**config.mk**
```make
export PLATFORM = sky130hd
export DESIGN_NAME = page_xlat_front
export DESIGN_NICKNAME = d
export VERILOG_FILES = /design/src/rtl/lpx_pkg.sv /design/src/rtl/lpx_entry_bank.sv /design/src/rtl/lpx_match.sv /design/src/rtl/lpx_miss_seq.sv /design/src/rtl/page_xlat_front.sv
export SDC_FILE = /design/constraint.sdc
export NUM_CORES = 1
export LEC_CHECK = 0
export CAP_MARGIN = 40
export CORE_UTILIZATION = 55
export CTS_BUF_LIST = sky130_fd_sc_hd__clkbuf_2 sky130_fd_sc_hd__clkbuf_4 sky130_fd_sc_hd__clkbuf_8
export DETAILED_ROUTE_END_ITERATION = 10
export PLACE_DENSITY = 0.85
export SKIP_LAST_GASP = 1
export SLEW_MARGIN = 30
export SYNTH_ARGS = -nofsm -noshare
export SYNTH_HDL_FRONTEND = slang
export SYNTH_SLANG_ARGS = --single-unit
```
**constraint.sdc**
```tcl
create_clock -name clk -period 2.5 [get_ports clk]
set_input_delay 0.375 -clock clk [delete_from_list [all_inputs] [get_ports clk]]
set_output_delay 0.375 -clock clk [all_outputs]
set_load 0.05 [all_outputs]
```
**src/rtl/lpx_pkg.sv**
```systemverilog
// Shared types for the per-stream last-page translator.
// Assumes a two-state miss sequence: idle or waiting on one TLB response.
package lpx_pkg;
    typedef enum logic [0:0] {
        SEQ_IDLE = 1'b0,
        SEQ_WAIT = 1'b1
    } seq_state_e;
endpackage

```
**src/rtl/lpx_entry_bank.sv**
```systemverilog
// Register file of last-page translations, one entry per thread/stream pair.
// One write port and one combinational read port.
// Assumes inval_all has priority over a write in the same cycle.
module lpx_entry_bank #(
    parameter int NENT  = 8,
    parameter int VP_W  = 20,
    parameter int PP_W  = 20,
    parameter int CTX_W = 8,
    localparam int IDX_W = (NENT > 1) ? $clog2(NENT) : 1
) (
    input  logic             clk,
    input  logic             rst_n,
    input  logic             inval_all,
    input  logic             wr_en,
    input  logic [IDX_W-1:0] wr_idx,
    input  logic [VP_W-1:0]  wr_vpage,
    input  logic [CTX_W-1:0] wr_ctx,
    input  logic [PP_W-1:0]  wr_ppage,
    input  logic [IDX_W-1:0] rd_idx,
    output logic             rd_valid,
    output logic [VP_W-1:0]  rd_vpage,
    output logic [CTX_W-1:0] rd_ctx,
    output logic [PP_W-1:0]  rd_ppage
);
    logic             val_a [NENT];
    logic [VP_W-1:0]  vp_a  [NENT];
    logic [CTX_W-1:0] cx_a  [NENT];
    logic [PP_W-1:0]  pp_a  [NENT];

    for (genvar g = 0; g < NENT; g++) begin : gen_ent
        logic             val_q;
        logic [VP_W-1:0]  vp_q;
        logic [CTX_W-1:0] cx_q;
        logic [PP_W-1:0]  pp_q;
        logic             sel;

        assign sel = wr_en && (wr_idx == IDX_W'(g));

        // Valid bit: cleared by reset or invalidate, set by a fill.
        always_ff @(posedge clk) begin
            if (!rst_n)         val_q <= 1'b0;
            else if (inval_all) val_q <= 1'b0;
            else if (sel)       val_q <= 1'b1;
        end

        // Translation payload: loaded on a fill that is not overridden.
        always_ff @(posedge clk) begin
            if (!rst_n) begin
                vp_q <= '0;
                cx_q <= '0;
                pp_q <= '0;
            end else if (sel && !inval_all) begin
                vp_q <= wr_vpage;
                cx_q <= wr_ctx;
                pp_q <= wr_ppage;
            end
        end

        assign val_a[g] = val_q;
        assign vp_a[g]  = vp_q;
        assign cx_a[g]  = cx_q;
        assign pp_a[g]  = pp_q;
    end

    // Read port: select the entry addressed by the current request.
    always_comb begin
        rd_valid = val_a[rd_idx];
        rd_vpage = vp_a[rd_idx];
        rd_ctx   = cx_a[rd_idx];
        rd_ppage = pp_a[rd_idx];
    end
endmodule

```
**src/rtl/lpx_match.sv**
```systemverilog
// Hit detection for one selected entry: valid, page equal and context equal.
// Purely combinational; assumes the entry is already selected by the caller.
module lpx_match #(
    parameter int VP_W  = 20,
    parameter int CTX_W = 8
) (
    input  logic             ent_valid,
    input  logic [VP_W-1:0]  ent_vpage,
    input  logic [CTX_W-1:0] ent_ctx,
    input  logic [VP_W-1:0]  req_vpage,
    input  logic [CTX_W-1:0] req_ctx,
    output logic             hit
);
    // Compare page and context together; both must agree.
    always_comb begin
        hit = ent_valid && (ent_vpage == req_vpage) && (ent_ctx == req_ctx);
    end
endmodule

```
**src/rtl/lpx_miss_seq.sv**
```systemverilog
// Miss sequencer: issues one TLB lookup per miss, waits for the response,
// and decides whether the response may be stored. Assumes the requester
// holds its request stable until req_ready.
module lpx_miss_seq
    import lpx_pkg::*;
(
    input  logic clk,
    input  logic rst_n,
    input  logic inval_all,
    input  logic req_valid,
    input  logic hit,
    input  logic tlb_req_ready,
    input  logic tlb_rsp_valid,
    input  logic tlb_rsp_fault,
    output logic tlb_req_valid,
    output logic req_ready,
    output logic resp_err,
    output logic fill_en,
    output logic rsp_sel
);
    seq_state_e state_q;
    logic       stale_q;
    logic       rsp_done;

    // Output decode from the current state and the request.
    always_comb begin
        tlb_req_valid = (state_q == SEQ_IDLE) && req_valid && !hit;
        rsp_done      = (state_q == SEQ_WAIT) && tlb_rsp_valid;
        req_ready     = ((state_q == SEQ_IDLE) && req_valid && hit) || rsp_done;
        resp_err      = rsp_done && tlb_rsp_fault;
        fill_en       = rsp_done && !tlb_rsp_fault && !stale_q && !inval_all;
        rsp_sel       = (state_q == SEQ_WAIT);
    end

    // State and staleness tracking across one outstanding lookup.
    always_ff @(posedge clk) begin
        if (!rst_n) begin
            state_q <= SEQ_IDLE;
            stale_q <= 1'b0;
        end else begin
            case (state_q)
                SEQ_IDLE: begin
                    if (tlb_req_valid && tlb_req_ready) begin
                        state_q <= SEQ_WAIT;
                        stale_q <= inval_all;
                    end
                end
                default: begin
                    if (inval_all)     stale_q <= 1'b1;
                    if (tlb_rsp_valid) state_q <= SEQ_IDLE;
                end
            endcase
        end
    end
endmodule

```
**src/rtl/page_xlat_front.sv**
```systemverilog
// Top of the per-stream last-page translator. Selects the entry for
// {thread, stream}, answers hits in the request cycle and routes misses
// through the sequencer to the TLB. Assumes page offset width OFF_W.
module page_xlat_front #(
    parameter int NTHREAD = 2,
    parameter int NSTREAM = 4,
    parameter int CTX_W   = 8,
    parameter int VA_W    = 32,
    parameter int PA_W    = 32,
    parameter int OFF_W   = 12,
    localparam int VP_W   = VA_W - OFF_W,
    localparam int PP_W   = PA_W - OFF_W,
    localparam int TID_W  = (NTHREAD > 1) ? $clog2(NTHREAD) : 1,
    localparam int SID_W  = (NSTREAM > 1) ? $clog2(NSTREAM) : 1,
    localparam int NENT   = NTHREAD * NSTREAM,
    localparam int IDX_W  = (NENT > 1) ? $clog2(NENT) : 1
) (
    input  logic             clk,
    input  logic             rst_n,
    input  logic             inval_all,
    input  logic             req_valid,
    input  logic [TID_W-1:0] req_thread,
    input  logic [SID_W-1:0] req_stream,
    input  logic [CTX_W-1:0] req_ctx,
    input  logic [VA_W-1:0]  req_vaddr,
    output logic             req_ready,
    output logic [PA_W-1:0]  resp_paddr,
    output logic             resp_err,
    output logic             tlb_req_valid,
    input  logic             tlb_req_ready,
    output logic [VP_W-1:0]  tlb_req_vpage,
    output logic [CTX_W-1:0] tlb_req_ctx,
    input  logic             tlb_rsp_valid,
    input  logic [PP_W-1:0]  tlb_rsp_ppage,
    input  logic             tlb_rsp_fault
);
    logic [IDX_W-1:0] ent_idx;
    logic [VP_W-1:0]  req_vpage;
    logic [OFF_W-1:0] req_off;
    logic             ent_valid;
    logic [VP_W-1:0]  ent_vpage;
    logic [CTX_W-1:0] ent_ctx;
    logic [PP_W-1:0]  ent_ppage;
    logic             hit;
    logic             fill_en;
    logic             rsp_sel;

    // Split the request address and form the entry index.
    always_comb begin
        req_vpage = req_vaddr[VA_W-1:OFF_W];
        req_off   = req_vaddr[OFF_W-1:0];
        ent_idx   = IDX_W'(int'(req_thread) * NSTREAM + int'(req_stream));
    end

    lpx_entry_bank #(
        .NENT(NENT), .VP_W(VP_W), .PP_W(PP_W), .CTX_W(CTX_W)
    ) u_bank (
        .clk(clk), .rst_n(rst_n), .inval_all(inval_all),
        .wr_en(fill_en), .wr_idx(ent_idx),
        .wr_vpage(req_vpage), .wr_ctx(req_ctx), .wr_ppage(tlb_rsp_ppage),
        .rd_idx(ent_idx), .rd_valid(ent_valid), .rd_vpage(ent_vpage),
        .rd_ctx(ent_ctx), .rd_ppage(ent_ppage)
    );

    lpx_match #(.VP_W(VP_W), .CTX_W(CTX_W)) u_match (
        .ent_valid(ent_valid), .ent_vpage(ent_vpage), .ent_ctx(ent_ctx),
        .req_vpage(req_vpage), .req_ctx(req_ctx), .hit(hit)
    );

    lpx_miss_seq u_seq (
        .clk(clk), .rst_n(rst_n), .inval_all(inval_all),
        .req_valid(req_valid), .hit(hit),
        .tlb_req_ready(tlb_req_ready), .tlb_rsp_valid(tlb_rsp_valid),
        .tlb_rsp_fault(tlb_rsp_fault), .tlb_req_valid(tlb_req_valid),
        .req_ready(req_ready), .resp_err(resp_err),
        .fill_en(fill_en), .rsp_sel(rsp_sel)
    );

    // Result and lookup outputs: physical page from entry or TLB.
    always_comb begin
        resp_paddr    = rsp_sel ? {tlb_rsp_ppage, req_off} : {ent_ppage, req_off};
        tlb_req_vpage = req_vpage;
        tlb_req_ctx   = req_ctx;
    end
endmodule

```
## After elaboration in Yosys (flattened, before gate mapping)

Index checks and enable logic that the tools add are counted.

- $add $sub $neg: 1
- Multipliers: 0
- Divide/modulo/power cells: 0
- Magnitude comparators: 1
- Equality and inequality tests: 10
- Shift-type cells: 0
- Multiplexer cells: 19
- Bitwise operators: 3
- Reduce and logical (&&, ||, !) cells: 36

Operators with widths:

| kind | count |
|---|---|
| binary-select mux 20 bit (select 3 bit) | 2 |
| 2-to-1 mux 20 bit | 4 |
| 2-to-1 mux 32 bit | 1 |
| logical AND 1 bit | 27 |
| binary-select mux 8 bit (select 3 bit) | 1 |
| equality test 20 bit | 1 |
| 2-to-1 mux 8 bit | 2 |
| equality test 3 bit (second input constant) | 4 |
| equality test 8 bit | 1 |
| 2-to-1 mux 1 bit | 8 |
| equality test 3 x 2 -> 1 bit (second input constant) | 2 |
| greater-or-equal comparator 4 bit (second input constant) | 1 |
| logical NOT 1 bit | 4 |
| NOT 3 -> 4 bit | 1 |
| adder 3 x 2 -> 3 bit | 1 |
| binary-select mux 1 bit (select 3 bit) | 1 |
| equality test 3 x 1 -> 1 bit (second input constant) | 1 |
| logical NOT 3 bit | 1 |
| inequality test 2 bit (second input constant) | 1 |
| NOT 1 bit | 2 |
| AND reduction 2 bit | 1 |
| nonzero test 2 bit | 1 |
| OR reduction 2 bit | 1 |
| logical OR 1 bit | 1 |

- Bits in registers: 394
- Latch bits: 0
- RAM bits: 0
- ROM bits: 0
- Input bits: 70
- Memories kept: 0

## Logic depth before layout (Yosys ltp)

Gate-level depths: netlist (run 1).

- Depth in word-level cells: 13
- Gate-level depth with buffers: 12
- Mapped depth without buffers: 8

## Modules after synthesis

A second synthesis (run 1) with hierarchy kept.

- Cells, all modules: 1623
- Area, all modules: 17890.9 um^2

By module, submodules not included:

| module | instances | cells an instance | area an instance (um^2) | seq. area each (um^2) |
|---|---|---|---|---|
| lpx_entry_bank | 1 | 1508 | 16828.6 | 7847.5 |
| page_xlat_front | 1 | 62 | 623.1 | 0.0 |
| lpx_match | 1 | 38 | 311.5 | 0.0 |
| lpx_miss_seq | 1 | 15 | 127.6 | 40.0 |

## Worst setup path after synthesis (run 1)

No wires, ideal clock.

- Path type: input -> output
- From: input port req_stream[1]
- To: output port resp_paddr[12]
- Data arrival time: 3056 ps
- Setup slack: -931 ps
- Stages on the path: 9
- Path buffers: 6
- Cell sequence: buf_6 > buf_6 > buf_4 > buf_2 > buf_2 > buf_1 > mux4_2 > mux2i_1 > o21ai_0

- Longest elaborated chain between the ends: 6

RTL lines:

| what | line | RTL |
|---|---|---|
| start: declaration | page_xlat_front.sv:23 | `input logic [SID_W-1:0] req_stream,` |
| adder 3 x 2 -> 3 bit | page_xlat_front.sv:52 | `ent_idx = IDX_W'(int'(req_thread) * NSTREAM + int'(req_stream));` |
| NOT 3 -> 4 bit (implied by the code) | lpx_entry_bank.sv:70 | `rd_ppage = pp_a[rd_idx];` |
| binary-select mux 20 bit (select 3 bit) | lpx_entry_bank.sv:70 |  |
| 2-to-1 mux 20 bit (implied by the code) (2 in a row) | lpx_entry_bank.sv:70 |  |
| 2-to-1 mux 32 bit | page_xlat_front.sv:81 | `resp_paddr = rsp_sel ? {tlb_rsp_ppage, req_off} : {ent_ppage, req_off};` |
| end: declaration | page_xlat_front.sv:27 | `output logic [PA_W-1:0] resp_paddr,` |

Every way passes these cells. The select of a mux whose other input is x is not followed.

## Worst setup path in the final report (run 1)

- From: register u_bank.gen_ent[3].vp_q[18]
- To: output port req_ready

- Longest elaborated chain between the ends: 8

RTL lines:

| what | line | RTL |
|---|---|---|
| start: declaration | lpx_entry_bank.sv:32 | `logic [VP_W-1:0] vp_q;` |
| start signal: assignment | lpx_entry_bank.sv:53 | `vp_q <= wr_vpage;` |
| binary-select mux 20 bit (select 3 bit) | lpx_entry_bank.sv:68 | `rd_vpage = vp_a[rd_idx];` |
| 2-to-1 mux 20 bit (implied by the code) (2 in a row) | lpx_entry_bank.sv:68 |  |
| equality test 20 bit | lpx_match.sv:16 | `hit = ent_valid && (ent_vpage == req_vpage) && (ent_ctx == req_ctx);` |
| logical AND 1 bit (2 in a row) | lpx_match.sv:16 |  |
| logical AND 1 bit | lpx_miss_seq.sv:29 | `req_ready = ((state_q == SEQ_IDLE) && req_valid && hit) \|\| rsp_done;` |
| logical OR 1 bit | lpx_miss_seq.sv:29 |  |
| end: declaration | page_xlat_front.sv:26 | `output logic req_ready,` |

Every way passes these cells. The select of a mux whose other input is x is not followed.

==> results of run 1 <==
cell type report:
class                   count  area [sq um]
well taps                 442           553
clock buffers              99          1220
inverters                   2          7.51
fillers                  2398         10300
clock inverters             8          71.3
flip-flops and latches    394          7890
repair buffers            268          2980
multi-input cells        1498          9840
per-stage QoR:
step,std cells,setup WS (ps)
3_5_place_dp,2593,-762
5_1_grt,2711,-1070
3_3_place_gp,2593,-726
6_report,2711,-927
2_1_floorplan,2145,-153
4_1_cts,2709,-901
per-layer routing:
layer | vias to the layer above | share of wire
met4 | 0 | 0.043
met3 | 213 | 0.095
met1 | 7832 | 0.38
met5 | - | 0
li1 | 7254 | -
met2 | 934 | 0.48
Yosys cell counts, drive strengths merged, types with 2 or more instances:
| cell | number |
|---|---|
| o21a | 8 |
| o22ai | 12 |
| a22oi | 4 |
| a22o | 3 |
| a211oi | 2 |
| o21ai | 21 |
| a21boi | 385 |
| clkbuf | 159 |
| nand4b | 2 |
| a2111oi | 2 |
| a221oi | 8 |
| dfxtp | 394 |
| nor2b | 7 |
| nand4 | 5 |
| xnor2 | 14 |
| mux2 | 19 |
| nor3 | 2 |
| a21oi | 4 |
| buf | 92 |
| nand2 | 808 |
| xor2 | 15 |
| mux2i | 63 |
| inv | 2 |
| mux4 | 69 |
| nand2b | 5 |
| and2 | 4 |
| nor2 | 13 |
| o22a | 2 |
| and3 | 4 |
| nor4 | 4 |
state kept, by name, indices dropped and copies added (netlist names):
signal and count:
u_bank.gen_ent.vp_q 160, u_bank.gen_ent.pp_q 160, u_seq.stale_q 1, u_bank.gen_ent.cx_q 64
u_seq.rsp_sel 1, u_bank.gen_ent.val_q 8
what timing repair did:
item / 4_1_cts / 5_1_grt
pin swaps: 3 / 4
hold buffers: 0 / 0
setup endpoints to repair: 22 / 23
resized for setup: 23 / 15
setup buffers: 7 / 1
gates cloned: 2 / 1
final timing paths:
kind / startpoint / slack, ps / endpoint
worst min-delay path: rst_n / 140 / u_bank.gen_ent[1].pp_q[7]
worst min register to register: u_bank.gen_ent[0].pp_q[1] / 460 / u_bank.gen_ent[0].pp_q[1]
worst max register to register: u_bank.gen_ent[3].vp_q[18] / -220 / u_seq.stale_q
worst max-delay path: u_bank.gen_ent[3].vp_q[18] / -930 / req_ready
power by group through the flow:
stage	combinational, mW	clock [mW]	sequential [mW]
3_5_place_dp	1.16	0	6.44
2_1_floorplan	0.814	0	6.43
4_1_cts	1.20	5.69	6.30
5_1_grt	1.28	6.01	6.30
3_3_place_gp	1.15	0	6.44
6_report	1.23	5.67	6.30
kinds of logic (layout without fill, tap and decap cells):
logic type / count (synthesis) / after routing / synth area share
xor gates and xnor gates: 29 / 29 / 0.0137
DFF: 394 / 394 / 0.426
AOI/OAI and AO/OA: 459 / 459 / 0.184
buffers and inverters: 253 / 377 / 0.0655
muxes: 151 / 151 / 0.130
and+or+nand+nor: 859 / 859 / 0.182
==> run metrics, run 1 <==
pwr/cell area 585 nW/um^2; input/output buffers 108; Final Skew 35.7 ps; CTS Buf Count 60; Sink Count 394; Die Width 185 microns; Worst Hold Class in2reg; post-layout min period 3430 ps; Synth-to-Final Area Change 21.8%; sequential share of the synthesized area 0.426; gr busiest metal met2; Clock power frac 0.430; leak pwr 7.75 nW; Final Power 13.2 mW; TritonCTS clock tree done; M2 GR Usage 0.539; vias in the first global route 16500; crit path kind reg2out; Max clock buf depth 3; Final Hold Vio Count 0; CP max stage delay 470 ps; Sw Pwr 3.21 mW; slew margin rel. 0.547; row count 66; period utilization 1.37; Top FF cell, synth dfxtp_1; M3 GR Usage 0.0562; Reg2Reg Depth 11; Worst Tran Pin Value 678 ps; initial antenna violation count 0; DP Area 20900 sq um; Fin Hold WS 135 ps; post-DP HPWL 34200 microns; Worst Slack Setup Final -927 ps; critical path's slowest cell mux4_2; Via density 5.99; DR pass1 iterations 6; top-level port count 133; Slew Limit Fails 0; Synth area leaders dfxtp_1 (43%), nand2_1 (16%), a21boi_0 (15%); Die H 185 microns; Synth Cell Area 18500 sq um; violations in the final reports setup timing; mean routed wirelength per cell 20.3 microns; core area 32900 sq um; top cell type's share of synthesized area 0.426; critical path depth in cells 10; htree depth 2; Int Pwr 10.0 mW; Setup TNS -2040 ps; FFs w/ async S/R, synth 0; crit path launch type register; DR vias 16200; routability cong. 0.896; family with the most delay on the worst path simple AND/OR/NAND/NOR gates; worst-path cell chain mux4_2 -> mux2i_2 -> xor2_1 -> buf_4 -> nand4_1 -> nor4_4 -> buf_4 -> nand4b_1 -> nand2_4 -> buf_12; NumNets Final 2294; Max Cap Violations 0; CP dominant cell by count buf_4; average cell area after synthesis 8.63 sq um; endpoints failing setup 3; Overflow after GRT 0; highest ir drop seen on vdd 0.390 mV; global-route wire length before repair 86900 microns; post-route cell area 22600 sq um; kind of end point of the critical path output pin; DR iter-0 viols 1754; met1 global-route usage 0.400; status complete, but fails checks; antenna violation net count after detailed routing 0; RSZ-0062 raised after global routing yes; starting density of the core 0.563; Worst Path Arrival 3050 ps; clk root buf clkbuf_8; Synth Instances 2145; share of power burned in registers 0.477; commonest cells after routing, fill and taps aside nand2_1 (798), dfxtp_1 (392), a21boi_0 (377), buf_4 (144), clkbuf_8 (77); Post-Syn Nets 2215; EDFF count, synth 0; worst skew pair latency 630 ps; WL final 55100 microns; Synth cell types 51; Sw Share 0.243; Core Util, Final 0.686; fmax 292 MHz; largest net degree at the start of global routing 160; CP bufs+invs 3; # DRC 0; synthesized flop and latch total 394; layout cells sized above 1 0.208; area leader, netlist dfxtp_1; synthesis warning total 0; all-layer global routing usage 0.323; leading cell type in the layout, fill and taps excluded nand2_1; n_diodes 0; Comb power frac 0.093; critical path peak fanout 3; Clock Pin Slew Worst Setup and Hold Paths 70 ps; Critical Path RT 2120 ps; DIE AREA 34400 sq um; worst hold path cell count 2
No activity file was read; power rests on OpenSTA's default activity.
==> inputs of run 2 (changes only) <==
--- a/config.mk
+++ b/config.mk
@@ -6,6 +6,7 @@
 export NUM_CORES = 1
 export LEC_CHECK = 0
 export CAP_MARGIN = 40
+export CORE_MARGIN = 5
 export CORE_UTILIZATION = 55
 export CTS_BUF_LIST = sky130_fd_sc_hd__clkbuf_2 sky130_fd_sc_hd__clkbuf_4 sky130_fd_sc_hd__clkbuf_8
 export DETAILED_ROUTE_END_ITERATION = 10
==> run 2 against run 1 <==
Against the previous run: the run still ends with setup timing left; largest cell class unchanged; sequential power about the same; design area is essentially flat; die area grew 8.8%; highest routed layer is now met5; via count increased by 1.8%; non-clock buffer count shrank 16.
==> run metrics, run 2 (synthesized netlist as in run 1, its figures left out) <==
status complete, but fails checks; violations in the final reports setup timing; Via density 6.10; Worst Slack Setup Final -817 ps; Max clock buf depth 3; global-route wire length before repair 89500 microns; DR vias 16500; core area 33400 sq um; worst hold path cell count 2; slew margin rel. 0.590; Sink Count 394; Worst Hold Class in2reg; fmax 301 MHz; WL final 57000 microns; reg-to-reg startpoint u_bank.gen_ent[7].vp_q[10]; max layer used met5; leak pwr 7.74 nW; largest net degree at the start of global routing 148; Worst Tran Pin Value 614 ps; mean routed wirelength per cell 21.1 microns; row count 67; Final Hold Vio Count 0; kind of end point of the critical path output pin; all-layer global routing usage 0.292; endpoints failing setup 3; top-level port count 133; RSZ-0062 raised after global routing yes; Slew Limit Fails 0; post-DP HPWL 35200 microns; commonest cells after routing, fill and taps aside nand2_1 (798), dfxtp_1 (389), a21boi_0 (377), buf_4 (132), clkbuf_8 (89); # DRC 0; pwr/cell area 607 nW/um^2; non-filler cells, final 2710; number of setup buffers added after CTS 0; Reg2Reg Depth 9; crit path launch type register; Placed Cells 2592; Max Cap Violations 0; DR iter-0 viols 1749; reg-to-reg slack, setup -70 ps; crit path kind reg2out; Clock Pin Slew Worst Setup and Hold Paths 60 ps; TritonCTS clock tree done; Critical Path RT 2120 ps; post-layout min period 3320 ps; Filler cells 2443; starting density of the core 0.555; wl on met1 20800 microns; leading cell type in the layout, fill and taps excluded nand2_1; antenna violation net count after detailed routing 0; critical path peak fanout 3; Final Skew 24.9 ps; Critical R2R Capture u_seq.stale_q; routability cong. 0.886; dpl ws -671 ps; DR pass1 iterations 7; htree depth 3; CTS Buf Count 67; worst min-delay path startpoint rst_n; highest ir drop seen on vdd 0.432 mV; met2 wire len 27400 microns; biggest regs u_bank.gen_ent.pp_q (160), u_bank.gen_ent.vp_q (160), u_bank.gen_ent.cx_q (64); WL met3 5730 microns; Final Power 13.7 mW; Overflow after GRT 0; DIE AREA 37400 sq um; period utilization 1.33; layout cells sized above 1 0.206; clk root buf clkbuf_8; Die H 193 microns; Die Width 193 microns; initial antenna violation count 1; NumNets Final 2285; Synth-to-Final Area Change 21.9%; Worst Path Arrival 2940 ps; Post-CTS Hold Fix Bufs 0; n_diodes 0; input/output buffers 108; vias in the first global route 16800; worst skew pair latency 590 ps; WHS Endpoint u_bank.gen_ent[4].pp_q[6]
run 2: critical path, stage by stage, from the launching register on:
cell	delay (ps)
dfxtp_1	310
mux4_2	500
xnor2_2	170
and3_1	180
a21oi_1	50
or3_4	410
nor4_4	260
and2_4	240
nor3b_4	40
buf_4	200
run 2: worst max-delay path by stage:
stage | start | end | slack [ps] | cells past startpoint
detailed placement | req_thread | tlb_req_valid | -670 | 10
global placement | req_thread | tlb_req_valid | -630 | 10
floorplan | req_stream[0] | tlb_req_valid | -150 | 10
global route | u_bank.gen_ent[7].cx_q[0] | tlb_req_valid | -910 | 8
finish | u_bank.gen_ent[7].vp_q[10] | tlb_req_valid | -820 | 9
CTS | u_bank.gen_ent[6].cx_q[0] | tlb_req_valid | -830 | 8
run 2: what timing repair did:
item / in CTS / in global routing
pin swaps: 5 / 6
cloned: 2 / 0
gates resized for setup: 18 / 11
setup endpoints to repair: 21 / 9
run 2: area by class of cell:
class,count,area [sq um],area share
Inverter,2,7.51,0.000333
Sequential cell,394,7900,0.350
Clock buffer,108,1360,0.0603
Multi-Input combinational cell,1498,9810,0.435
Timing Repair Buffer,252,2850,0.126
Clock inverter,8,82.6,0.00366
Tap cell,448,561,0.0248
run 2: routing by layer:
| layer | vias to the layer above | global-route usage |
|---|---|---|
| li1 | 7240 | - |
| met5 | - | 0 |
| met1 | 7982 | 0.361 |
| met3 | 266 | 0.0506 |
| met2 | 1034 | 0.489 |
| met4 | 2 | 0.156 |
run 2: power by group:
group | leakage (nW) | internal [mW] | switching [mW]
Clock | 0.752 | 3.55 | 2.62
Combinational | 3.82 | 0.537 | 0.691
Sequential | 3.18 | 6.29 | 0.00683
run 2: through the flow:
stage / util / setup TNS (ps) / hold slack, ps / instance area [sq um]
5_1_grt: 0.676 / -2000 / 152 / 22600
3_5_place_dp: 0.628 / -5260 / 447 / 21000
6_report: 0.676 / -1690 / 139 / 22600
2_1_floorplan: - / -285 / 432 / 18900
4_1_cts: 0.675 / -1650 / 114 / 22500
3_3_place_gp: 0.628 / -4620 / 438 / 21000
==> inputs of run 3 (changes only) <==
--- a/config.mk
+++ b/config.mk
@@ -11,6 +11,7 @@
 export CTS_BUF_LIST = sky130_fd_sc_hd__clkbuf_2 sky130_fd_sc_hd__clkbuf_4 sky130_fd_sc_hd__clkbuf_8
 export DETAILED_ROUTE_END_ITERATION = 10
 export PLACE_DENSITY = 0.85
+export SETUP_SLACK_MARGIN = 0.4
 export SKIP_LAST_GASP = 1
 export SLEW_MARGIN = 30
 export SYNTH_ARGS = -nofsm -noshare
==> run 3 against run 2 <==
Against the previous run: the run still ends with setup timing left; die area did not move; hold slack improved by 180 ps; wire length increased by 10%; flip-flop and latch count did not move; power is 2.8% lower; setup slack worse by 250 ps; sequential share of layout area is 1.3 points lower; register-to-register slack worse by 220 ps; via count up 3.8%; critical endpoint is now req_ready; largest cell class unchanged.
==> run metrics, run 3 (synthesized netlist as in run 1, its figures left out) <==
status complete, but fails checks; violations in the final reports setup timing; DIE AREA 37400 sq um; leak pwr 8.13 nW; WL final 63000 microns; Overflow after GRT 0; htree depth 2; DR iter-0 viols 2176; Post-CTS Hold Fix Bufs 0; Clock Pin Slew Worst Setup and Hold Paths 70 ps; non-filler cells, final 2754; CTS Buf Count 61; n_diodes 0; multi-input logic area 10000 sq um; critical path peak fanout 3; Final Hold Vio Count 0; Final Skew 23.4 ps; Placed Cells 2599; Slew Limit Fails 0; global-route wire length before repair 93400 microns; Fin Hold WS 315 ps; DR pass1 iterations 6; WL met3 6910 microns; Max Cap Violations 0; slew margin rel. 0.543; WHS Endpoint u_bank.gen_ent[4].pp_q[3]; wl on met1 22600 microns; Filler cells 2231; met2 wire len 29600 microns; Via density 6.23; highest ir drop seen on vdd 0.467 mV; commonest cells after routing, fill and taps aside nand2_1 (796), dfxtp_1 (388), a21boi_0 (363), buf_4 (152), clkbuf_8 (76); TritonCTS clock tree done; Critical R2R Capture u_seq.stale_q; Die Width 193 microns; Worst Tran Pin Value 684 ps; Worst Path Arrival 3190 ps; Worst Hold Class in2reg; initial antenna violation count 0; kind of end point of the critical path output pin; core area 33400 sq um; post-DP HPWL 35400 microns; row count 67; Synth-to-Final Area Change 26.5%; Die H 193 microns; # DRC 0; fmax 281 MHz; worst hold path cell count 2; NumNets Final 2336; RSZ-0062 raised after global routing yes; leading cell type in the layout, fill and taps excluded nand2_1; layout cells sized above 1 0.229; input/output buffers 108; worst min-delay path startpoint rst_n; vias in the first global route 17300; Worst Slack Setup Final -1060 ps; pwr/cell area 568 nW/um^2; Register Area 7900 sq um; reg-to-reg slack, setup -290 ps; Sink Count 394; Critical Path RT 2120 ps; post-layout min period 3560 ps; crit path launch type register; Max clock buf depth 3; endpoints failing setup 8; crit path kind reg2out; reg-to-reg startpoint u_bank.gen_ent[5].vp_q[19]; starting density of the core 0.555; period utilization 1.43; top-level port count 133; mean routed wirelength per cell 22.9 microns; worst skew pair latency 620 ps; DR vias 17200; Reg2Reg Depth 11; largest net degree at the start of global routing 121; clk root buf clkbuf_8; antenna violation net count after detailed routing 0; max layer used met4; all-layer global routing usage 0.305; biggest regs u_bank.gen_ent.pp_q (160), u_bank.gen_ent.vp_q (160), u_bank.gen_ent.cx_q (64); routability cong. 0.907
==> run 3: power by group <==
group | switching (mW) | leakage (nW) | total, mW | internal [mW]
sequential | 0.00863 | 3.18 | 6.30 | 6.29
combinational | 0.728 | 4.28 | 1.34 | 0.613
clock | 2.54 | 0.680 | 5.67 | 3.12
total | 3.28 | 8.13 | 13.3 | 10.0
==> run 3: worst max path at each step <==
| stage | startpoint | end | cells past startpoint |
|---|---|---|---|
| after floorplan | req_stream[0] | tlb_req_valid | 10 |
| after global placement | req_thread | tlb_req_valid | 12 |
| after detailed placement | req_thread | req_ready | 12 |
| after CTS | u_bank.gen_ent[2].vp_q[18] | req_ready | 10 |
| after global routing | u_bank.gen_ent[6].vp_q[7] | req_ready | 11 |
| final | u_bank.gen_ent[5].vp_q[19] | req_ready | 10 |
==> run 3: critical path: stages (launching register included) <==
cell and delay, ps:
dfxtp_1 340, mux4_2 460, mux2i_1 170, xor2_1 260, nand4_1 180, buf_4 180, nor4_4 370, buf_4 200
nand4b_1 150, nand2_4 110, buf_12 130
==> run 3: layout make-up <==
cell class | instances | area share
clock inverters | 12 | 0.00470
well taps | 448 | 0.0239
inverters | 2 | 0.000320
flip-flops and latches | 394 | 0.337
multi-input cells | 1498 | 0.427
repair buffers | 309 | 0.157
clock buffers | 91 | 0.0492
==> run 3: metal layers <==
| layer | track usage | vias to the layer above |
|---|---|---|
| li1 | - | 7341 |
| met1 | 0.372 | 8246 |
| met2 | 0.505 | 1210 |
| met3 | 0.0677 | 353 |
| met4 | 0.164 | 0 |
| met5 | 0 | - |
==> run 3: per-stage QoR <==
step                TNS [ps]  area (sq um)   util  worst slack, ps  total power [mW]
global route           -2730         23400  0.702            -1090              13.7
floorplan               -265         19000      -             -133              7.26
finish                 -2460         23400  0.702            -1060              13.3
global placement      -23790         21100  0.633             -786              7.60
CTS                    -2040         23000  0.690            -1010              13.2
detailed placement    -44500         21100  0.633             -810              7.61
==> run 3: repair_timing <==
item | CTS | global route
buffers inserted | 28 | 12
pin swaps | 6 | 11
cloned | 6 | 6
endpoints found under the setup margin | 412 | 58
resized for setup | 58 | 44
